`src/rtl/eth_rx_parser.sv`:
```
module eth_rx_parser #(
  parameter int MIN_FRAME = 64,
  parameter int MAX_FRAME = 1518,
  parameter int MIN_IFG   = 12,
  parameter int MIN_PRE   = 7,
  localparam int CW = $clog2(MAX_FRAME + 2)
) (
  input  logic          clk,
  input  logic          rst_n,
  input  logic [7:0]    rx_data,
  input  logic          rx_dv,
  input  logic          rx_er,
  output logic          sum_valid,
  output logic [47:0]   sum_dst,
  output logic [47:0]   sum_src,
  output logic [15:0]   sum_lentype,
  output logic [CW-1:0] sum_len,
  output logic          sum_crc_err,
  output logic          sum_abort,
  output logic          sum_runt,
  output logic          sum_oversize,
  output logic          sum_len_mismatch,
  output logic          sum_is_type,
  output logic          sum_ifg_short,
  output logic          sum_pre_short,
  output logic          pl_valid,
  output logic [7:0]    pl_data,
  output logic          pl_sop,
  output logic          pl_eop
);
  localparam int GW = $clog2(MIN_IFG + 1);
  localparam int PW = $clog2(MIN_PRE + 1);
  localparam logic [31:0]   RESID   = 32'hDEBB20E3;
  localparam logic [CW-1:0] HDR_FCS = CW'(18);
  localparam logic [CW-1:0] CNT_SAT = CW'(MAX_FRAME + 1);

  typedef enum logic [1:0] {S_HUNT, S_DATA, S_DROP} state_t;

  function automatic logic [31:0] crc_step(input logic [31:0] c, input logic [7:0] d);
    logic [31:0] r;
    r = c;
    for (int i = 0; i < 8; i++) r = (r[0] ^ d[i]) ? ((r >> 1) ^ 32'hEDB88320) : (r >> 1);
    return r;
  endfunction

  state_t        st;
  logic [PW-1:0] pre_n;
  logic [GW-1:0] gap;
  logic          ifg_bad, pre_bad;
  logic [CW-1:0] cnt;
  logic [31:0]   crc;
  logic [47:0]   da, sa;
  logic [15:0]   lt;
  logic [31:0]   win;
  logic [7:0]    pend_d;
  logic          pend_v, first;

  wire good_byte  = rx_dv && !rx_er;
  wire is_pre     = rx_data == 8'h55;
  wire is_sfd     = rx_data == 8'hD5;
  wire hunt_abort = (st == S_HUNT) && (rx_dv ? (rx_er || !(is_pre || is_sfd)) : (pre_n != '0));
  wire sfd_hit    = (st == S_HUNT) && good_byte && is_sfd;
  wire take       = (st == S_DATA) && good_byte;
  wire push       = take && (cnt >= HDR_FCS);
  wire data_end   = (st == S_DATA) && !rx_dv;
  wire data_abort = (st == S_DATA) && rx_dv && rx_er;
  wire close      = data_end || data_abort;
  wire gap_short  = gap < GW'(MIN_IFG);
  wire ifg_now    = (pre_n == '0) ? gap_short : ifg_bad;
  wire [CW-1:0] len_now = (cnt < CW'(4)) ? '0 : cnt - CW'(4);
  wire len_mm = (lt <= 16'd1500) && ((cnt < HDR_FCS) || (32'(lt) != 32'(cnt - HDR_FCS)));

  always_ff @(posedge clk or negedge rst_n) begin
    if (!rst_n) begin
      st <= S_HUNT;
      pre_n <= '0;
      gap <= GW'(MIN_IFG);
      ifg_bad <= 1'b0;
      pre_bad <= 1'b0;
      cnt <= '0;
      crc <= '1;
      da <= '0;
      sa <= '0;
      lt <= '0;
      win <= '0;
      pend_d <= '0;
      pend_v <= 1'b0;
      first <= 1'b0;
    end else begin
      if (rx_dv) gap <= '0;
      else if (gap_short) gap <= gap + GW'(1);

      case (st)
        S_HUNT: begin
          if (rx_dv && pre_n == '0) ifg_bad <= gap_short;
          if (!rx_dv) pre_n <= '0;
          else if (hunt_abort) begin
            pre_n <= '0;
            st <= S_DROP;
          end else if (sfd_hit) begin
            pre_bad <= pre_n < PW'(MIN_PRE);
            pre_n <= '0;
            cnt <= '0;
            crc <= '1;
            first <= 1'b1;
            pend_v <= 1'b0;
            st <= S_DATA;
          end else if (pre_n != PW'(MIN_PRE)) pre_n <= pre_n + PW'(1);
        end
        S_DATA: begin
          if (data_end) st <= S_HUNT;
          else if (data_abort) st <= S_DROP;
          if (close) pend_v <= 1'b0;
          if (take) begin
            crc <= crc_step(crc, rx_data);
            win <= {win[23:0], rx_data};
            if (cnt != CNT_SAT) cnt <= cnt + CW'(1);
            if (cnt < CW'(6)) da <= {da[39:0], rx_data};
            else if (cnt < CW'(12)) sa <= {sa[39:0], rx_data};
            else if (cnt < CW'(14)) lt <= {lt[7:0], rx_data};
          end
          if (push) begin
            pend_d <= win[31:24];
            pend_v <= 1'b1;
            if (pend_v) first <= 1'b0;
          end
        end
        default: if (!rx_dv) st <= S_HUNT;
      endcase
    end
  end

  always_ff @(posedge clk or negedge rst_n) begin
    if (!rst_n) begin
      sum_valid <= 1'b0;
      sum_dst <= '0;
      sum_src <= '0;
      sum_lentype <= '0;
      sum_len <= '0;
      sum_crc_err <= 1'b0;
      sum_abort <= 1'b0;
      sum_runt <= 1'b0;
      sum_oversize <= 1'b0;
      sum_len_mismatch <= 1'b0;
      sum_is_type <= 1'b0;
      sum_ifg_short <= 1'b0;
      sum_pre_short <= 1'b0;
    end else begin
      sum_valid <= close || hunt_abort;
      if (hunt_abort) begin
        sum_len <= '0;
        sum_abort <= 1'b1;
        sum_crc_err <= 1'b0;
        sum_runt <= 1'b0;
        sum_oversize <= 1'b0;
        sum_len_mismatch <= 1'b0;
        sum_is_type <= 1'b0;
        sum_ifg_short <= ifg_now;
        sum_pre_short <= 1'b0;
      end else if (close) begin
        sum_dst <= da;
        sum_src <= sa;
        sum_lentype <= lt;
        sum_len <= len_now;
        sum_abort <= data_abort;
        sum_crc_err <= data_end && (crc != RESID);
        sum_runt <= data_end && (cnt < CW'(MIN_FRAME));
        sum_oversize <= data_end && (cnt > CW'(MAX_FRAME));
        sum_len_mismatch <= data_end && len_mm;
        sum_is_type <= lt >= 16'd1536;
        sum_ifg_short <= ifg_bad;
        sum_pre_short <= pre_bad;
      end
    end
  end

  always_ff @(posedge clk or negedge rst_n) begin
    if (!rst_n) begin
      pl_valid <= 1'b0;
      pl_data <= '0;
      pl_sop <= 1'b0;
      pl_eop <= 1'b0;
    end else begin
      pl_valid <= pend_v && (push || close);
      if (pend_v && (push || close)) begin
        pl_data <= pend_d;
        pl_sop <= first;
        pl_eop <= close;
      end
    end
  end
endmodule

```
`config.mk`:
```
export PLATFORM = sky130hd
export DESIGN_NAME = eth_rx_parser
export DESIGN_NICKNAME = d
export VERILOG_FILES = /design/src/rtl/eth_rx_parser.sv
export SDC_FILE = /design/constraint.sdc
export NUM_CORES = 1
export LEC_CHECK = 0
export CAP_MARGIN = 10
export CORE_ASPECT_RATIO = 0.5
export CORE_MARGIN = 5
export CORE_UTILIZATION = 50
export DETAILED_ROUTE_END_ITERATION = 16
export PLACE_DENSITY = 0.72
export SYNTH_ARGS = -nofsm -noshare
export SYNTH_HDL_FRONTEND = slang
export SYNTH_SLANG_ARGS = --single-unit
```
`constraint.sdc`:
```
create_clock -name clk -period 3.5 [get_ports clk]
set_input_delay 0.7 -clock clk [delete_from_list [all_inputs] [get_ports clk]]
set_output_delay 0.7 -clock clk [all_outputs]
set_load 0.05 [all_outputs]
```
==> impl_metrics.csv <==
group,metric,value,unit
outcome,status,"finished clean",
hold_path,min_path_type,"input port to async pin",
clock_network,cts-buffers-inserted,31,
placed_design,port_buffers,154,
worst_setup_path,category_of_the_critical_setup_timing_path,"register to register",
timing,tns,0,ps
timing,fmax,355,MHz
run,max_cap_violations,0,
power_and_ir_drop,internal_power,6130,uW
logic_synthesis,synth_most_common_cell,"sky130_fd_sc_hd__nand2_1",
logic_synthesis,async_flop_share,100,%
logic_synthesis,yosysUniqueCellTypes,63,
clock_network,clock_sinks,351,
global_route,number_of_antenna_violations_at_the_first_check_in_global_routing,0,
detailed_routing,drtIter0Drc,652,
timing,relSlewSlack,47.1,%
worst_setup_path,critPathArrivalTime,3290,ps
floorplanning,core_area,0.0291,mm^2
logic_synthesis,synth_largest_area_cell,"sky130_fd_sc_hd__dfrtp_1",
final_layout,layoutNonFillerInstCount,1948,
timing,fin_crit,2820,ps
worst_setup_path,crit_path_start_kind,"register",
worst_setup_path,timing.rr.end,"pl_sop$_DFFE_PN0P_",
logic_synthesis,synth-edff-count,0,
placed_design,detailed_place_hpwl,22800,um
clock_network,ctsHoldBuffers,0,
detailed_routing,avgRoutedWirePerCell,17.3,um
detailed_routing,drtAntennaViolNets,0,
global_route,remaining_global_route_overflow,0,
worst_setup_path,cp_max_fo,14,
worst_setup_path,cp_cell_sequence,"inv_1 -> ha_1 -> a21bo_2 -> nand2_1 -> o41ai_1 -> o21ai_1 -> a21o_1 -> mux2_2",
logic_synthesis,synth_fp_nets,1405,
logic_synthesis,ys_seq_elements,351,
logic_synthesis,syn_area,0.0148,mm^2
clock_network,clock_path_buffers,3,
worst_setup_path,crit-reg2reg-launch,"cnt[3]$_DFFE_PN0P_",
power_and_ir_drop,swShare,22.5,%
floorplanning,die_span_in_x,254,um
final_layout,area_growth,21.0,%
power_and_ir_drop,peakVddDrop,0.452,mV
timing,timing_hold_violations_final,0,
logic_synthesis,synth_commonest_cells,"467 x sky130_fd_sc_hd__nand2_1, 317 x sky130_fd_sc_hd__dfrtp_1, 96 x sky130_fd_sc_hd__mux2_2",
power_and_ir_drop,pwr-share-clk,43.9,%
clock_network,clock_latency_late_sink,590,ps
timing,setup_viol_count_final,0,
logic_synthesis,synth_top_flop_cell,"sky130_fd_sc_hd__dfrtp_1",
global_route,grt_max_degree,117,
logic_synthesis,synthTopCellsByArea,"sky130_fd_sc_hd__dfrtp_1 53%, sky130_fd_sc_hd__nand2_1 12%, sky130_fd_sc_hd__mux2_2 7.3%",
detailed_routing,via_count,10200,
power_and_ir_drop,power.switching,1770,uW
floorplanning,fp.dieH,132,um
global_route,global_route_wire_length_before_repair,55700,um
logic_synthesis,avgSynthCellArea,10.7,um^2
placed_design,placed_cells,1892,
floorplanning,io_pins,155,
power_and_ir_drop,p_comb_share,4.4,%
clock_network,ctsRootBufferMaster,"sky130_fd_sc_hd__clkbuf_16",
worst_setup_path,cp.required,3970,ps
placed_design,place_congestion,0.870,
worst_setup_path,slowest_stage,"sky130_fd_sc_hd__dfrtp_1",
worst_setup_path,max_stage_delay,570,ps
detailed_routing,drc,0,
floorplanning,design.die.area,0.0335,mm^2
clock_network,tritoncts,"done",
detailed_routing,drt-pass1-iter-count,4,
timing,timing.final.crit_share,80.5,%
detailed_routing,drt_wl_total,33700,um
logic_synthesis,yosys_warnings,0,
final_layout,drive_above_1_share,15.6,%
detailed_routing,post_drt_via_cell_ratio,5.24,
final_layout,finish.net_count,1557,
worst_setup_path,timing.critical_path.to_type,"register",
clock_network,clk_pin_slew_worst_paths,70,ps
floorplanning,starting_density_of_the_core,51.0,%
power_and_ir_drop,power.static_leakage,0.00882,uW
floorplanning,rows,44,
worst_setup_path,reg2reg_setup_slack,680,ps
worst_setup_path,r2r_cells,8,
timing,rsz0062_at_grt,"no",
power_and_ir_drop,power.sequential.fraction,51.6,%
clock_network,number_of_levels_in_the_clock_h_tree,1,
power_and_ir_drop,power.density_cell_area,440,mW/mm^2
worst_setup_path,crit_family,"compound AO/OA/AOI/OAI gates",
logic_synthesis,yosysSeqAreaShare,59.4,%
global_route,grt_util_all_layers,20.0,%
logic_synthesis,synthCells,1382,
timing,worst_slew_pin_slew,793,ps
timing,report.final.slew_viol_count,0,
final_layout,final_core_utilization,61.7,%
logic_synthesis,post-synth-top-area-fraction,53.4,%
clock_network,post_cts.repair.setup_buffers,0,
clock_network,ctsResizeCount,0,
worst_setup_path,path_buf_inv,1,
global_route,via_count_of_the_first_global_routing_pass,10500,
final_layout,antenna_cells_inserted,0,
timing,finClkSkew,20.6,ps
-- final cells by class --
type / instances / area, um^2
Multi-Input combinational cell: 947 / 5670
Timing Repair Buffer: 189 / 1900
Clock inverter: 14 / 145
Inverter: 14 / 52.6
Fill cell: 2331 / 11200
Tap cell: 391 / 489
Clock buffer: 42 / 887
Sequential cell: 351 / 8830
-- stage by stage --
stage | total power [uW] | area [um^2] | setup WS, ps | hold WS [ps]
detailed placement | 4510 | 16900 | 282 | 454
global placement | 4500 | 16900 | 307 | 446
floorplan | 4320 | 14800 | 933 | 404
finish | 7900 | 18000 | 683 | 145
global route | 8190 | 18000 | 565 | 205
CTS | 7980 | 18000 | 689 | 171
-- worst max path at each step --
stage | from | endpoint | slack [ps] | depth (start not counted)
2_1_floorplan | cnt[9]$_DFFE_PN0P_ | lt[10]$_DFFE_PN0P_ | 930 | 8
3_3_place_gp | rx_dv | da[45]$_DFFE_PN0P_ | 310 | 7
3_5_place_dp | rx_data[3] | cnt[0]$_DFFE_PN0P_ | 280 | 7
4_1_cts | cnt[3]$_DFFE_PN0P_ | pl_data[7]$_DFFE_PN0P_ | 690 | 8
5_1_grt | cnt[3]$_DFFE_PN0P_ | pl_data[0]$_DFFE_PN0P_ | 570 | 8
6_report | cnt[3]$_DFFE_PN0P_ | pl_sop$_DFFE_PN0P_ | 680 | 8
-- power by group through the flow --
stage / logic [uW] / registers (uW) / clock network, uW
floorplan: 168 / 4150 / 0
global placement: 347 / 4150 / 0
detailed placement: 353 / 4160 / 0
CTS: 356 / 4080 / 3540
global route: 386 / 4080 / 3730
finish: 349 / 4080 / 3470
-- cells in the final DEF (no fill, tap or decap), drive strengths merged, types with 2 or more instances in the layout --
| master | netlist | routed |
|---|---|---|
| a211oi | 2 | 2 |
| a21boi | 2 | 2 |
| a21o | 3 | 3 |
| a21oi | 43 | 43 |
| a22o | 5 | 5 |
| a31oi | 7 | 7 |
| a41oi | 2 | 2 |
| and2 | 2 | 2 |
| and3 | 2 | 2 |
| buf | 25 | 36 |
| bufinv | 0 | 2 |
| clkbuf | 45 | 42 |
| clkdlybuf4s50 | 0 | 153 |
| clkinv | 0 | 9 |
| dfrtp | 317 | 317 |
| dfstp | 34 | 34 |
| ha | 11 | 11 |
| inv | 14 | 16 |
| mux2 | 131 | 131 |
| mux2i | 2 | 2 |
| nand2 | 468 | 468 |
| nand2b | 4 | 4 |
| nand3 | 9 | 9 |
| nand3b | 2 | 2 |
| nand4 | 12 | 12 |
| nand4b | 5 | 5 |
| nor2 | 61 | 61 |
| nor2b | 3 | 3 |
| nor3 | 17 | 17 |
| nor3b | 3 | 3 |
| nor4 | 7 | 7 |
| o21a | 2 | 2 |
| o21ai | 21 | 21 |
| o221a | 2 | 2 |
| o22ai | 2 | 2 |
| or4 | 5 | 5 |
| xnor2 | 59 | 59 |
| xor2 | 36 | 36 |
-- cells by family after synthesis --
logic type	share of synthesized area, %
flops	59.4
compound gates	4.33
xor+xnor	5.60
fa+ha+maj	0.927
mux	10.3
buf+inv	2.58
simple gates	16.8
-- registers in the layout, indices dropped and copies added, names as in the netlist, 3 cells and up --
register	count
cnt	11
crc	32
da	48
gap	4
lt	16
pend_d	8
pl_data	8
pre_n	3
sa	48
sum_dst	48
sum_len	11
sum_lentype	16
sum_src	48
win	32
-- metal layers --
metal,wire (um),GRT usage (%),vias up
met5,0,0,-
met4,552,3.72,0
met3,1160,3.11,42
met2,17200,35.3,142
met1,14800,26.9,5164
li1,-,-,4856
(Power assumes the default switching activity.)
